$ cat src/rtl/pws_pkg.sv
package pws_pkg;
  typedef enum logic [1:0] {
    DIR_NONE = 2'd0,
    DIR_CPU  = 2'd1,
    DIR_MEM  = 2'd2
  } dir_e;
endpackage

$ cat src/rtl/pws_epoch_timer.sv
module pws_epoch_timer #(
  parameter int EPOCH_CYCLES = 1250,
  localparam int CW = (EPOCH_CYCLES > 2) ? $clog2(EPOCH_CYCLES) : 1
) (
  input  logic clk_i,
  input  logic rst_ni,
  output logic tick_o
);
  localparam logic [CW-1:0] LAST = CW'(EPOCH_CYCLES - 1);

  logic [CW-1:0] cnt_q;

  always_ff @(posedge clk_i or negedge rst_ni) begin
    if (!rst_ni)          cnt_q <= '0;
    else if (cnt_q == LAST) cnt_q <= '0;
    else                  cnt_q <= cnt_q + 1'b1;
  end

  assign tick_o = (cnt_q == LAST);


  tick_single_chk: assert property (@(posedge clk_i) disable iff (!rst_ni)
    tick_o |=> !tick_o);

  cnt_range_chk: assert property (@(posedge clk_i) disable iff (!rst_ni)
    cnt_q <= LAST);
endmodule

$ cat src/rtl/pws_rail_hist.sv
module pws_rail_hist #(
  parameter int PW    = 16,
  parameter int DEPTH = 8,
  localparam int AW   = $clog2(DEPTH),
  localparam int SW   = PW + AW,
  localparam int FW   = $clog2(DEPTH + 1)
) (
  input  logic          clk_i,
  input  logic          rst_ni,
  input  logic          tick_i,
  input  logic [PW-1:0] sample_i,
  output logic [PW-1:0] avg_o,
  output logic [PW-1:0] peak_o,
  output logic          full_o
);
  logic [PW-1:0] hist_q [DEPTH];
  logic [AW-1:0] wr_ptr_q;
  logic [SW-1:0] sum_q;
  logic [FW-1:0] fill_q;

  always_ff @(posedge clk_i or negedge rst_ni) begin
    if (!rst_ni) begin
      for (int i = 0; i < DEPTH; i++) hist_q[i] <= '0;
      wr_ptr_q <= '0;
      sum_q    <= '0;
      fill_q   <= '0;
    end else if (tick_i) begin
      hist_q[wr_ptr_q] <= sample_i;
      // running sum: add newest, drop the entry it overwrites
      sum_q    <= sum_q + SW'(sample_i) - SW'(hist_q[wr_ptr_q]);
      wr_ptr_q <= wr_ptr_q + 1'b1;
      if (fill_q != FW'(DEPTH)) fill_q <= fill_q + 1'b1;
    end
  end

  always_comb begin
    peak_o = '0;
    for (int i = 0; i < DEPTH; i++)
      if (hist_q[i] > peak_o) peak_o = hist_q[i];
  end

  assign avg_o  = PW'(sum_q >> AW);
  assign full_o = (fill_q == FW'(DEPTH));


  avg_le_peak_chk: assert property (@(posedge clk_i) disable iff (!rst_ni)
    avg_o <= peak_o);

  fill_step_chk: assert property (@(posedge clk_i) disable iff (!rst_ni)
    !tick_i |=> $stable(fill_q));
endmodule

$ cat src/rtl/pws_decide.sv
module pws_decide
  import pws_pkg::*;
#(
  parameter int PW       = 16,
  parameter int CPU_NOM  = 5500,
  parameter int MEM_NOM  = 4500,
  parameter int XFER_MAX = 2000,
  parameter int HYST_SH  = 4,
  localparam int SCW     = 2 * PW + 2
) (
  input  logic                 clk_i,
  input  logic                 rst_ni,
  input  logic                 upd_i,
  input  logic                 full_i,
  input  logic [PW-1:0]        cpu_avg_i,
  input  logic [PW-1:0]        mem_avg_i,
  input  logic [PW-1:0]        cpu_peak_i,
  input  logic [PW-1:0]        mem_peak_i,
  output logic                 dec_o,
  output logic signed [PW-1:0] xfer_o,
  output logic [PW-1:0]        cpu_bud_o,
  output logic [PW-1:0]        mem_bud_o
);
  localparam logic [PW-1:0]        CPU_N = PW'(CPU_NOM);
  localparam logic [PW-1:0]        MEM_N = PW'(MEM_NOM);
  localparam logic [PW-1:0]        XF    = PW'(XFER_MAX);
  localparam logic signed [PW-1:0] XF_S  = PW'(XFER_MAX);

  logic [SCW-1:0] cpu_sc, mem_sc, margin;
  logic           cpu_win, mem_win;
  dir_e           dir_q, dir_nx;
  logic [PW-1:0]  donor_peak, donor_nom, raw, head;
  logic signed [PW-1:0] xfer_nx;
  logic [PW-1:0]  cpu_bud_nx, mem_bud_nx;

  logic                 dec_q;
  logic signed [PW-1:0] xfer_q;
  logic [PW-1:0]        cpu_bud_q, mem_bud_q;

  // load normalised to each rail's own nominal budget
  assign cpu_sc  = SCW'(cpu_avg_i) * SCW'(MEM_N);
  assign mem_sc  = SCW'(mem_avg_i) * SCW'(CPU_N);
  assign margin  = (cpu_sc + mem_sc) >> HYST_SH;
  assign cpu_win = cpu_sc > (mem_sc + margin);
  assign mem_win = mem_sc > (cpu_sc + margin);

  always_comb begin
    if (!full_i)      dir_nx = DIR_NONE;
    else if (cpu_win) dir_nx = DIR_CPU;
    else if (mem_win) dir_nx = DIR_MEM;
    else              dir_nx = dir_q;

    donor_peak = (dir_nx == DIR_CPU) ? mem_peak_i : cpu_peak_i;
    donor_nom  = (dir_nx == DIR_CPU) ? MEM_N : CPU_N;
    raw        = (donor_peak >= donor_nom) ? '0 : donor_nom - donor_peak;
    if (dir_nx == DIR_NONE) head = '0;
    else if (raw > XF)      head = XF;
    else                    head = raw;

    if (dir_nx == DIR_MEM) begin
      xfer_nx    = -$signed(head);
      cpu_bud_nx = CPU_N - head;
      mem_bud_nx = MEM_N + head;
    end else begin
      xfer_nx    = $signed(head);
      cpu_bud_nx = CPU_N + head;
      mem_bud_nx = MEM_N - head;
    end
  end

  always_ff @(posedge clk_i or negedge rst_ni) begin
    if (!rst_ni) begin
      dir_q     <= DIR_NONE;
      dec_q     <= 1'b0;
      xfer_q    <= '0;
      cpu_bud_q <= CPU_N;
      mem_bud_q <= MEM_N;
    end else begin
      dec_q <= upd_i;
      if (upd_i) begin
        dir_q     <= dir_nx;
        xfer_q    <= xfer_nx;
        cpu_bud_q <= cpu_bud_nx;
        mem_bud_q <= mem_bud_nx;
      end
    end
  end

  assign dec_o     = dec_q;
  assign xfer_o    = xfer_q;
  assign cpu_bud_o = cpu_bud_q;
  assign mem_bud_o = mem_bud_q;


  xfer_cap_chk: assert property (@(posedge clk_i) disable iff (!rst_ni)
    (xfer_q <= XF_S) && (xfer_q >= -XF_S));

  budget_sum_chk: assert property (@(posedge clk_i) disable iff (!rst_ni)
    ((PW+1)'(cpu_bud_q) + (PW+1)'(mem_bud_q)) == ((PW+1)'(CPU_N) + (PW+1)'(MEM_N)));

  fill_idle_chk: assert property (@(posedge clk_i) disable iff (!rst_ni)
    (upd_i && !full_i) |=> (xfer_q == 0) && (cpu_bud_q == CPU_N));

  band_hold_chk: assert property (@(posedge clk_i) disable iff (!rst_ni)
    (upd_i && full_i && !cpu_win && !mem_win) |=> $stable(dir_q));

  sign_dir_chk: assert property (@(posedge clk_i) disable iff (!rst_ni)
    (xfer_q > 0) |-> (cpu_bud_q > CPU_N));

  dec_pulse_chk: assert property (@(posedge clk_i) disable iff (!rst_ni)
    dec_q |=> !dec_q);
endmodule

$ cat src/rtl/pwr_shift_ctrl.sv
module pwr_shift_ctrl #(
  parameter int EPOCH_CYCLES = 1250,
  parameter int PW           = 16,
  parameter int DEPTH        = 8,
  parameter int CPU_NOM      = 5500,
  parameter int MEM_NOM      = 4500,
  parameter int XFER_MAX     = 2000,
  parameter int HYST_SH      = 4
) (
  input  logic        clk_i,
  input  logic        rst_ni,
  input  logic [15:0] cpu_pwr_i,
  input  logic [15:0] mem_pwr_i,
  output logic        dec_o,
  output logic [15:0] xfer_o,
  output logic [15:0] cpu_budget_o,
  output logic [15:0] mem_budget_o
);
  logic          tick, upd_q;
  logic [PW-1:0] cpu_avg, mem_avg, cpu_peak, mem_peak;
  logic          cpu_full, mem_full;
  logic signed [PW-1:0] xfer;
  logic [PW-1:0] cpu_bud, mem_bud;

  pws_epoch_timer #(.EPOCH_CYCLES(EPOCH_CYCLES)) u_timer (
    .clk_i, .rst_ni, .tick_o(tick)
  );

  pws_rail_hist #(.PW(PW), .DEPTH(DEPTH)) u_cpu_hist (
    .clk_i, .rst_ni, .tick_i(tick), .sample_i(PW'(cpu_pwr_i)),
    .avg_o(cpu_avg), .peak_o(cpu_peak), .full_o(cpu_full)
  );

  pws_rail_hist #(.PW(PW), .DEPTH(DEPTH)) u_mem_hist (
    .clk_i, .rst_ni, .tick_i(tick), .sample_i(PW'(mem_pwr_i)),
    .avg_o(mem_avg), .peak_o(mem_peak), .full_o(mem_full)
  );

  // decide one cycle after capture, once the history reflects the new sample
  always_ff @(posedge clk_i or negedge rst_ni) begin
    if (!rst_ni) upd_q <= 1'b0;
    else         upd_q <= tick;
  end

  pws_decide #(
    .PW(PW), .CPU_NOM(CPU_NOM), .MEM_NOM(MEM_NOM),
    .XFER_MAX(XFER_MAX), .HYST_SH(HYST_SH)
  ) u_decide (
    .clk_i, .rst_ni,
    .upd_i(upd_q), .full_i(cpu_full && mem_full),
    .cpu_avg_i(cpu_avg), .mem_avg_i(mem_avg),
    .cpu_peak_i(cpu_peak), .mem_peak_i(mem_peak),
    .dec_o(dec_o), .xfer_o(xfer), .cpu_bud_o(cpu_bud), .mem_bud_o(mem_bud)
  );

  assign xfer_o       = 16'(xfer);
  assign cpu_budget_o = 16'(cpu_bud);
  assign mem_budget_o = 16'(mem_bud);


  hist_lockstep_chk: assert property (@(posedge clk_i) disable iff (!rst_ni)
    cpu_full == mem_full);
endmodule

$ cat config.mk
export PLATFORM = sky130hd
export DESIGN_NAME = pwr_shift_ctrl
export DESIGN_NICKNAME = d
export VERILOG_FILES = /design/src/rtl/pws_pkg.sv /design/src/rtl/pws_epoch_timer.sv /design/src/rtl/pws_rail_hist.sv /design/src/rtl/pws_decide.sv /design/src/rtl/pwr_shift_ctrl.sv
export SDC_FILE = /design/constraint.sdc
export NUM_CORES = 2
export LEC_CHECK = 0
export BUFFER_PORTS_ARGS = -buffer_cell sky130_fd_sc_hd__buf_2
export CAP_MARGIN = 30
export CORE_UTILIZATION = 63
export CTS_CLUSTER_DIAMETER = 30
export DETAILED_ROUTE_END_ITERATION = 8
export PLACE_DENSITY_LB_ADDON = 0.25
export SYNTH_ARGS = -nofsm -noshare
export SYNTH_HDL_FRONTEND = slang
export SYNTH_SLANG_ARGS = --single-unit
$ cat constraint.sdc
create_clock -name clk_i -period 28 [get_ports clk_i]
set_input_delay 5.6 -clock clk_i [delete_from_list [all_inputs] [get_ports clk_i]]
set_output_delay 5.6 -clock clk_i [all_outputs]
set_load 0.05 [all_outputs]
== Word-level counts from Yosys, hierarchy flattened ==
Cells that the tools add are included.
Storage, ports and cells
  bits in registers: 371
Operators by class
  $lt $le $gt $ge: 24
  bitwise gates (word level): 2
  eq/ne operators: 7
  muxes and demuxes: 40
  reduce and logical (&&, ||, !) cells: 6
  multipliers: 2
  $add $sub $neg: 18
Operator list (count)
  $mux W16: 29
  $bwmux W128: 2
  $gt A16 B16 Y1: 14
  $bmux W16 S3: 2
  $demux W16 S3: 2
  $gt A29 B34 Y1: 2
  $add A29 B30 Y31: 2
  $mul A16 B11 Y27 const B: 2
  $add A19 B16 Y19: 2
  $sub A19 B16 Y19: 2
  $add A13 B16 Y16 const A: 2
  $gt A16 B1 Y1 const B: 2
  $sub A13 B16 Y16 const A: 2
  $add A29 B29 Y30: 1
  $mux W11: 2
  $ge A16 B16 Y1: 1
  $gt A16 B11 Y1 const B: 1
  $neg A16 Y16: 1
  $sub A16 B16 Y16: 1
  $add A11 B1 Y11 const B: 1
  $eq A11 B11 Y1 const B: 1
  $add A4 B1 Y4 const B: 2
  $eq A4 B4 Y1 const B: 2
  $ge A4 B4 Y1 const B: 2
  other kinds (10): 19

== Depth between registers and ports, before layout ==
  depth after elaboration: 24
  mapped depth: 131
  gate-level depth less buffers: 117

== By module ==
From an unflattened synthesis, not the netlist that was laid out.
Unflattened totals
  cell total of the unflattened synthesis: 4762
  area, all modules: 42180.5 um^2
Modules (own cells, without submodules)
  pws_decide: area each 16020.4 um^2, cells each 1908, times used 1, seq. area each 1217.4 um^2
  pws_rail_hist (u_cpu_hist): area each 12995.0 um^2, cells each 1448, times used 1, seq. area each 3853.7 um^2
  pws_rail_hist (u_mem_hist): area each 12599.6 um^2, cells each 1356, times used 1, seq. area each 3853.7 um^2
  pws_epoch_timer: area each 534.3 um^2, cells each 48, times used 1, seq. area each 275.3 um^2
  pwr_shift_ctrl: area each 31.3 um^2, cells each 2, times used 1, seq. area each 25.0 um^2

== Worst setup path before layout ==
Ideal clock, no wire load.
  path kind: register -> register
  start: register u_cpu_hist.hist_q[107] in the netlist's numbering
  end: register u_decide.mem_bud_q[10] (netlist: u_decide.mem_bud_o[10])
  arrival: 22.261 ns
  buffers on the path: 17
  slack: 5.615 ns
  period minus slack after synthesis: 22.385 ns
  required time: 27.876 ns
  stages on the path, launching flop included: 120
  cells stage by stage: dfrtp_1 > ha_1 > a211oi_1 > o21ai_1 > a221o_1 > a211oi_1 > nor2_1 > clkbuf_1 > clkbuf_1 > nor2_1 > a21oi_1 > ha_1 > nand4_1 > or3_1 > nor2_1 > and2_1 > o2111ai_1 > nand2_1 > [84 not listed] > clkbuf_1 > nand2_1 > or4_1 > nor4b_1 > o31ai_1 > a41o_1 > o31ai_1 > buf_2 > buf_6 > or3_1 > ha_1 > a21oi_1 > nor2b_1 > o21ai_0 > o21ai_0 > a2111oi_1 > nor4_1 > a211o_1
On the way
  longest elaborated chain between the ends: 22
  elaborated cells between the ends (all ways): 24
  those cells by class: add/sub (3); order compare (9); mux (12)
Ends and longest elaborated chain
  start, declared: line pws_rail_hist.sv:16  | logic [PW-1:0] hist_q [DEPTH];
  start signal, assigned by index: line pws_rail_hist.sv:28  | hist_q[wr_ptr_q] <= sample_i;
  $gt A16 B16 Y1: line pws_rail_hist.sv:39  | if (hist_q[i] > peak_o) peak_o = hist_q[i];
  $mux W16 *: line pws_rail_hist.sv:39
  $gt A16 B16 Y1: line pws_rail_hist.sv:39
  $mux W16 *: line pws_rail_hist.sv:39
  $gt A16 B16 Y1: line pws_rail_hist.sv:39
  $mux W16 *: line pws_rail_hist.sv:39
  $gt A16 B16 Y1: line pws_rail_hist.sv:39
  $mux W16 *: line pws_rail_hist.sv:39
  [6 not listed]
  $mux W16 *: line pws_decide.sv:53  | donor_peak = (dir_nx == DIR_CPU) ? mem_peak_i : cpu_peak_i;
  $sub A16 B16 Y16 or $ge A16 B16 Y1 (tied branches): line pws_decide.sv:55  | raw = (donor_peak >= donor_nom) ? '0 : donor_nom - donor_peak;
  $mux W16 *: line pws_decide.sv:55
  $gt A16 B11 Y1: line pws_decide.sv:57  | else if (raw > XF) head = XF;
  $mux W16 *: line pws_decide.sv:57
  $mux W16 *: line pws_decide.sv:56  | if (dir_nx == DIR_NONE) head = '0;
  $sub A13 B16 Y16 or $add A13 B16 Y16 (tied branches): line pws_decide.sv:67, pws_decide.sv:63
  $mux W16 *: line pws_decide.sv:60  | if (dir_nx == DIR_MEM) begin
  end signal, assigned: line pws_decide.sv:84  | mem_bud_q <= mem_bud_nx;
  end, declared: line pws_decide.sv:38  | logic [PW-1:0] cpu_bud_q, mem_bud_q;
Mark *: on every way between the ends. The rest lies on a longest branch, timed or not.
A chain may end at the register's enable or synchronous reset.

== Final worst setup path ==
  start: register u_mem_hist.hist_q[125] in the netlist's numbering
  end: register u_decide.mem_bud_q[10] (netlist: u_decide.mem_bud_o[10])
On the way
  longest elaborated chain between the ends: 24
  elaborated cells between the ends (all ways): 26
  those cells by class: add/sub (3); order compare (10); mux (13)
Ends and longest elaborated chain (line)
  start, declared: pws_rail_hist.sv:16
  start signal, assigned by index: pws_rail_hist.sv:28
  $gt A16 B1 Y1: pws_rail_hist.sv:39
  $mux W16 *: pws_rail_hist.sv:39
  $gt A16 B16 Y1: pws_rail_hist.sv:39
  $mux W16 *: pws_rail_hist.sv:39
  $gt A16 B16 Y1: pws_rail_hist.sv:39
  $mux W16 *: pws_rail_hist.sv:39
  $gt A16 B16 Y1: pws_rail_hist.sv:39
  $mux W16 *: pws_rail_hist.sv:39
  [8 not listed]
  $mux W16 *: pws_decide.sv:53
  $sub A16 B16 Y16 or $ge A16 B16 Y1 (tied branches): pws_decide.sv:55
  $mux W16 *: pws_decide.sv:55
  $gt A16 B11 Y1: pws_decide.sv:57
  $mux W16 *: pws_decide.sv:57
  $mux W16 *: pws_decide.sv:56
  $sub A13 B16 Y16 or $add A13 B16 Y16 (tied branches): pws_decide.sv:67, pws_decide.sv:63
  $mux W16 *: pws_decide.sv:60
Marks and branches as above.

==> impl_metrics.tcl <==
set metrics [dict create \
    fin_crit_sh 0.900 \
    synth-seq-cells 368 \
    relSlewSlack 0.270 \
    p_comb_frac 0.152 \
    cts.clk_slew.worst_paths_ps 50 \
    setup_ws_ps 2800 \
    clock_power_share 0.575 \
    cap_violations 0 \
    final-hold-violation-count 0 \
    ys_seq_area_frac 0.229 \
    fin_util 0.712 \
    cts_setup_buffers 0 \
    power_leakage_nw 23.0 \
    arrival_ps 25710 \
    clock_tree.root_cell "clkbuf_16" \
    swShare 0.292 \
    drive_above_1_share 0.144 \
    power_frac_seq 0.273 \
    cts_hold_buf 0 \
    cts_tree "built" \
    hold-path-cell-count 1 \
    num_vias 34600 \
    drt_pass1_iterations 6 \
    dpl_worst_slack_ps 3520 \
    gp_congestion 0.973 \
    ios 83 \
    grt_pass1_vias 34500 \
    num_antenna_cells 0 \
    skew_ps 32.8 \
    portBuffers 82 \
    drt_iter0_markers 3213 \
    fp.coreArea_um2 63200 \
    ys.flop_type "dfrtp_1" \
    drc 0 \
    grt_max_degree 104 \
    synth_edf_count 0 \
    place_hpwl_um 90500 \
    vias_per_cell 6.35 \
    syn_nets 5216 \
    clock-sinks 368 \
    fmax_mhz 39.7 \
    yosysUniqueCellTypes 115 \
    postSynth.asyncResetShare 1.00 \
    synth_area_per_cell_um2 9.05 \
    worstMarginPinSlew_ps 1100 \
    slowest_stage "a221oi_1" \
    cp-start-kind "flop" \
    peakVddDrop_uv 54.1 \
    p_int_mw 1.38 \
    crit_path_end_kind "flop" \
    cts_buffer_depth 3 \
    finalPower_mw 1.96 \
    syn-cell-area_um2 40400 \
    power_switching_uw 571 \
    antenna_found_initial 0 \
    initial_core_util 0.639 \
    die_y_um 255 \
    grt_pass1_wl_um 186000 \
    ant_nets 0 \
    path_common_cell "ha_1" \
    grt-ovfl-total 0 \
    syn_inst 4459 \
    clock_latency_ps 650 \
    cpPeakStageDelay_ps 940 \
    required_ps 28510 \
    globalRouteTotalUtil 0.368 \
    row_count 92 \
    htree_levels 3 \
    dieWidth_um 255 \
    area_growth_pct 11.5 \
    maxSlewViolCount 0 \
    yosysWarnings 0 \
    setup_viol 0 \
    holdWs_ps 474 \
    finalSetupTns_ps 0 \
    cts.repair.resized 0 \
    rsz0062_at_grt "no" \
    totalWireLength_um 118000 \
    hold_class "flop to flop" \
    wl_per_cell_um 21.6 \
    criticalPathCategory "flop to flop" \
    fin_crit_ps 25200 \
    cts_made_buffers 90 \
    power-per-cell-area_nw_per_um2 43.5 \
    status "completed" \
    crit_fanout 26 \
    dieArea_um2 65100 \
    nets 5289 \
    r2r_cells 97 \
]
-- per-layer routing --
layer	routed length [µm]	vias up	GRT usage
li1	-	16000	-
met1	48700	16700	0.489
met2	54100	1525	0.591
met3	9600	336	0.0588
met4	5440	0	0.171
met5	0	-	0
-- power by group through the flow --
stage / Sequential [mW] / Combinational, mW / Clock, mW
6_report: 0.534 / 0.297 / 1.12
5_1_grt: 0.534 / 0.319 / 1.16
4_1_cts: 0.534 / 0.289 / 1.13
3_5_place_dp: 0.542 / 0.287 / 0
3_3_place_gp: 0.542 / 0.284 / 0
2_1_floorplan: 0.542 / 0.200 / 0
-- cells in the mapped netlist, types with 15 or more instances --
cell / number / share of area
ha_1: 577 / 0.18
and3_1: 27 / 0.0042
mux4_2: 64 / 0.036
mux2i_1: 70 / 0.017
clkbuf_1: 106 / 0.0099
or3_1: 21 / 0.0033
nor3_1: 50 / 0.0062
o21ai_0: 318 / 0.039
dfrtp_1: 355 / 0.22
o211ai_1: 24 / 0.0045
a31oi_1: 23 / 0.0036
o21bai_1: 55 / 0.010
buf_1: 20 / 0.0019
nor4_1: 25 / 0.0039
nand4_1: 62 / 0.0096
a21o_1: 103 / 0.019
a21oi_1: 286 / 0.035
nor2b_1: 47 / 0.0073
nand2_1: 377 / 0.035
mux2_2: 212 / 0.059
nor2_1: 222 / 0.021
xor2_1: 43 / 0.0093
o31ai_1: 15 / 0.0028
nand3_1: 67 / 0.0083
a211oi_1: 25 / 0.0047
xnor2_1: 139 / 0.030
o2111ai_1: 15 / 0.0033
fa_1: 146 / 0.072
o21a_1: 32 / 0.0060
nand2b_1: 49 / 0.0076
and2_1: 20 / 0.0031
inv_1: 562 / 0.052
-- layout make-up --
| type | instances | area (µm²) |
|---|---|---|
| Tap cell | 846 | 1060 |
| Clock buffer | 102 | 2390 |
| Timing Repair Buffer | 123 | 772 |
| Sequential cell | 368 | 9230 |
| Clock inverter | 66 | 905 |
| Fill cell | 4691 | 18200 |
| Multi-Input combinational cell | 3386 | 28500 |
| Inverter | 563 | 2110 |
-- path summary, 6_finish.rpt --
check | startpoint | to | slack, ps
setup / recovery | u_mem_hist.hist_q[125]$_DFFE_PN0P_ | u_decide.mem_bud_o[10]$_DFFE_PN0P_ | 2800
hold / removal | u_decide.xfer_o[12]$_DFFE_PN0P_ | u_decide.xfer_o[12]$_DFFE_PN0P_ | 470
setup reg to reg | u_mem_hist.hist_q[125]$_DFFE_PN0P_ | u_decide.mem_bud_o[10]$_DFFE_PN0P_ | 2800
hold reg to reg | u_decide.xfer_o[12]$_DFFE_PN0P_ | u_decide.xfer_o[12]$_DFFE_PN0P_ | 470
max in group asynchronous | rst_ni | upd_q$_DFF_PN0_ | 20540
min in group asynchronous | rst_ni | u_mem_hist.hist_q[81]$_DFFE_PN0P_ | 5000
-- stage by stage --
stage / std cells / cell area, µm²
final: 5454 / 45000
after global routing: 5454 / 45000
after detailed placement: 5283 / 41700
after CTS: 5451 / 45000
after floorplan: 4459 / 40400
after global placement: 5280 / 41600
-- state kept, by name (all words and copies together) (netlist names) --
register,count
u_cpu_hist.fill_q,4
u_decide.xfer_o,14
u_mem_hist.sum_q,19
u_cpu_hist.hist_q,128
u_decide.dir_q,2
u_timer.cnt_q,11
u_decide.dec_o,1
u_mem_hist.fill_q,4
u_mem_hist.hist_q,128
u_cpu_hist.sum_q,19
u_decide.cpu_bud_o,15
u_mem_hist.wr_ptr_q,3
u_cpu_hist.wr_ptr_q,3
u_decide.mem_bud_o,16
upd_q,1
-- cell usage in the layout (no fill, tap or decap), types with 47 or more instances in the layout --
master	count
inv_1	562
dfrtp_1	352
nor2_1	222
ha_1	577
fa_1	146
o21bai_1	55
nand4_1	62
mux2_2	212
a21o_1	103
o21ai_0	318
nand2b_1	49
mux2i_1	70
xnor2_1	139
buf_2	82
nor2b_1	47
clkbuf_16	90
mux4_2	64
nand2_1	377
a21oi_1	285
nand3_1	66
-- worst max-delay path, delay by kind of cell (launching register included) --
kind / cells / cell delay, ps
compound gates: 42 / 10860
simple gates: 27 / 7020
fa+ha+maj: 9 / 2750
mux: 7 / 2240
buf+inv: 12 / 1720
flops: 1 / 390
-- kinds of logic after synthesis --
kind of cell,share of synthesized area
simple gates,0.123
xor+xnor,0.0399
fa+ha+maj,0.252
flops,0.229
mux,0.114
buf+inv,0.0667
compound gates,0.175
Power figures use the tool's default switching activity.
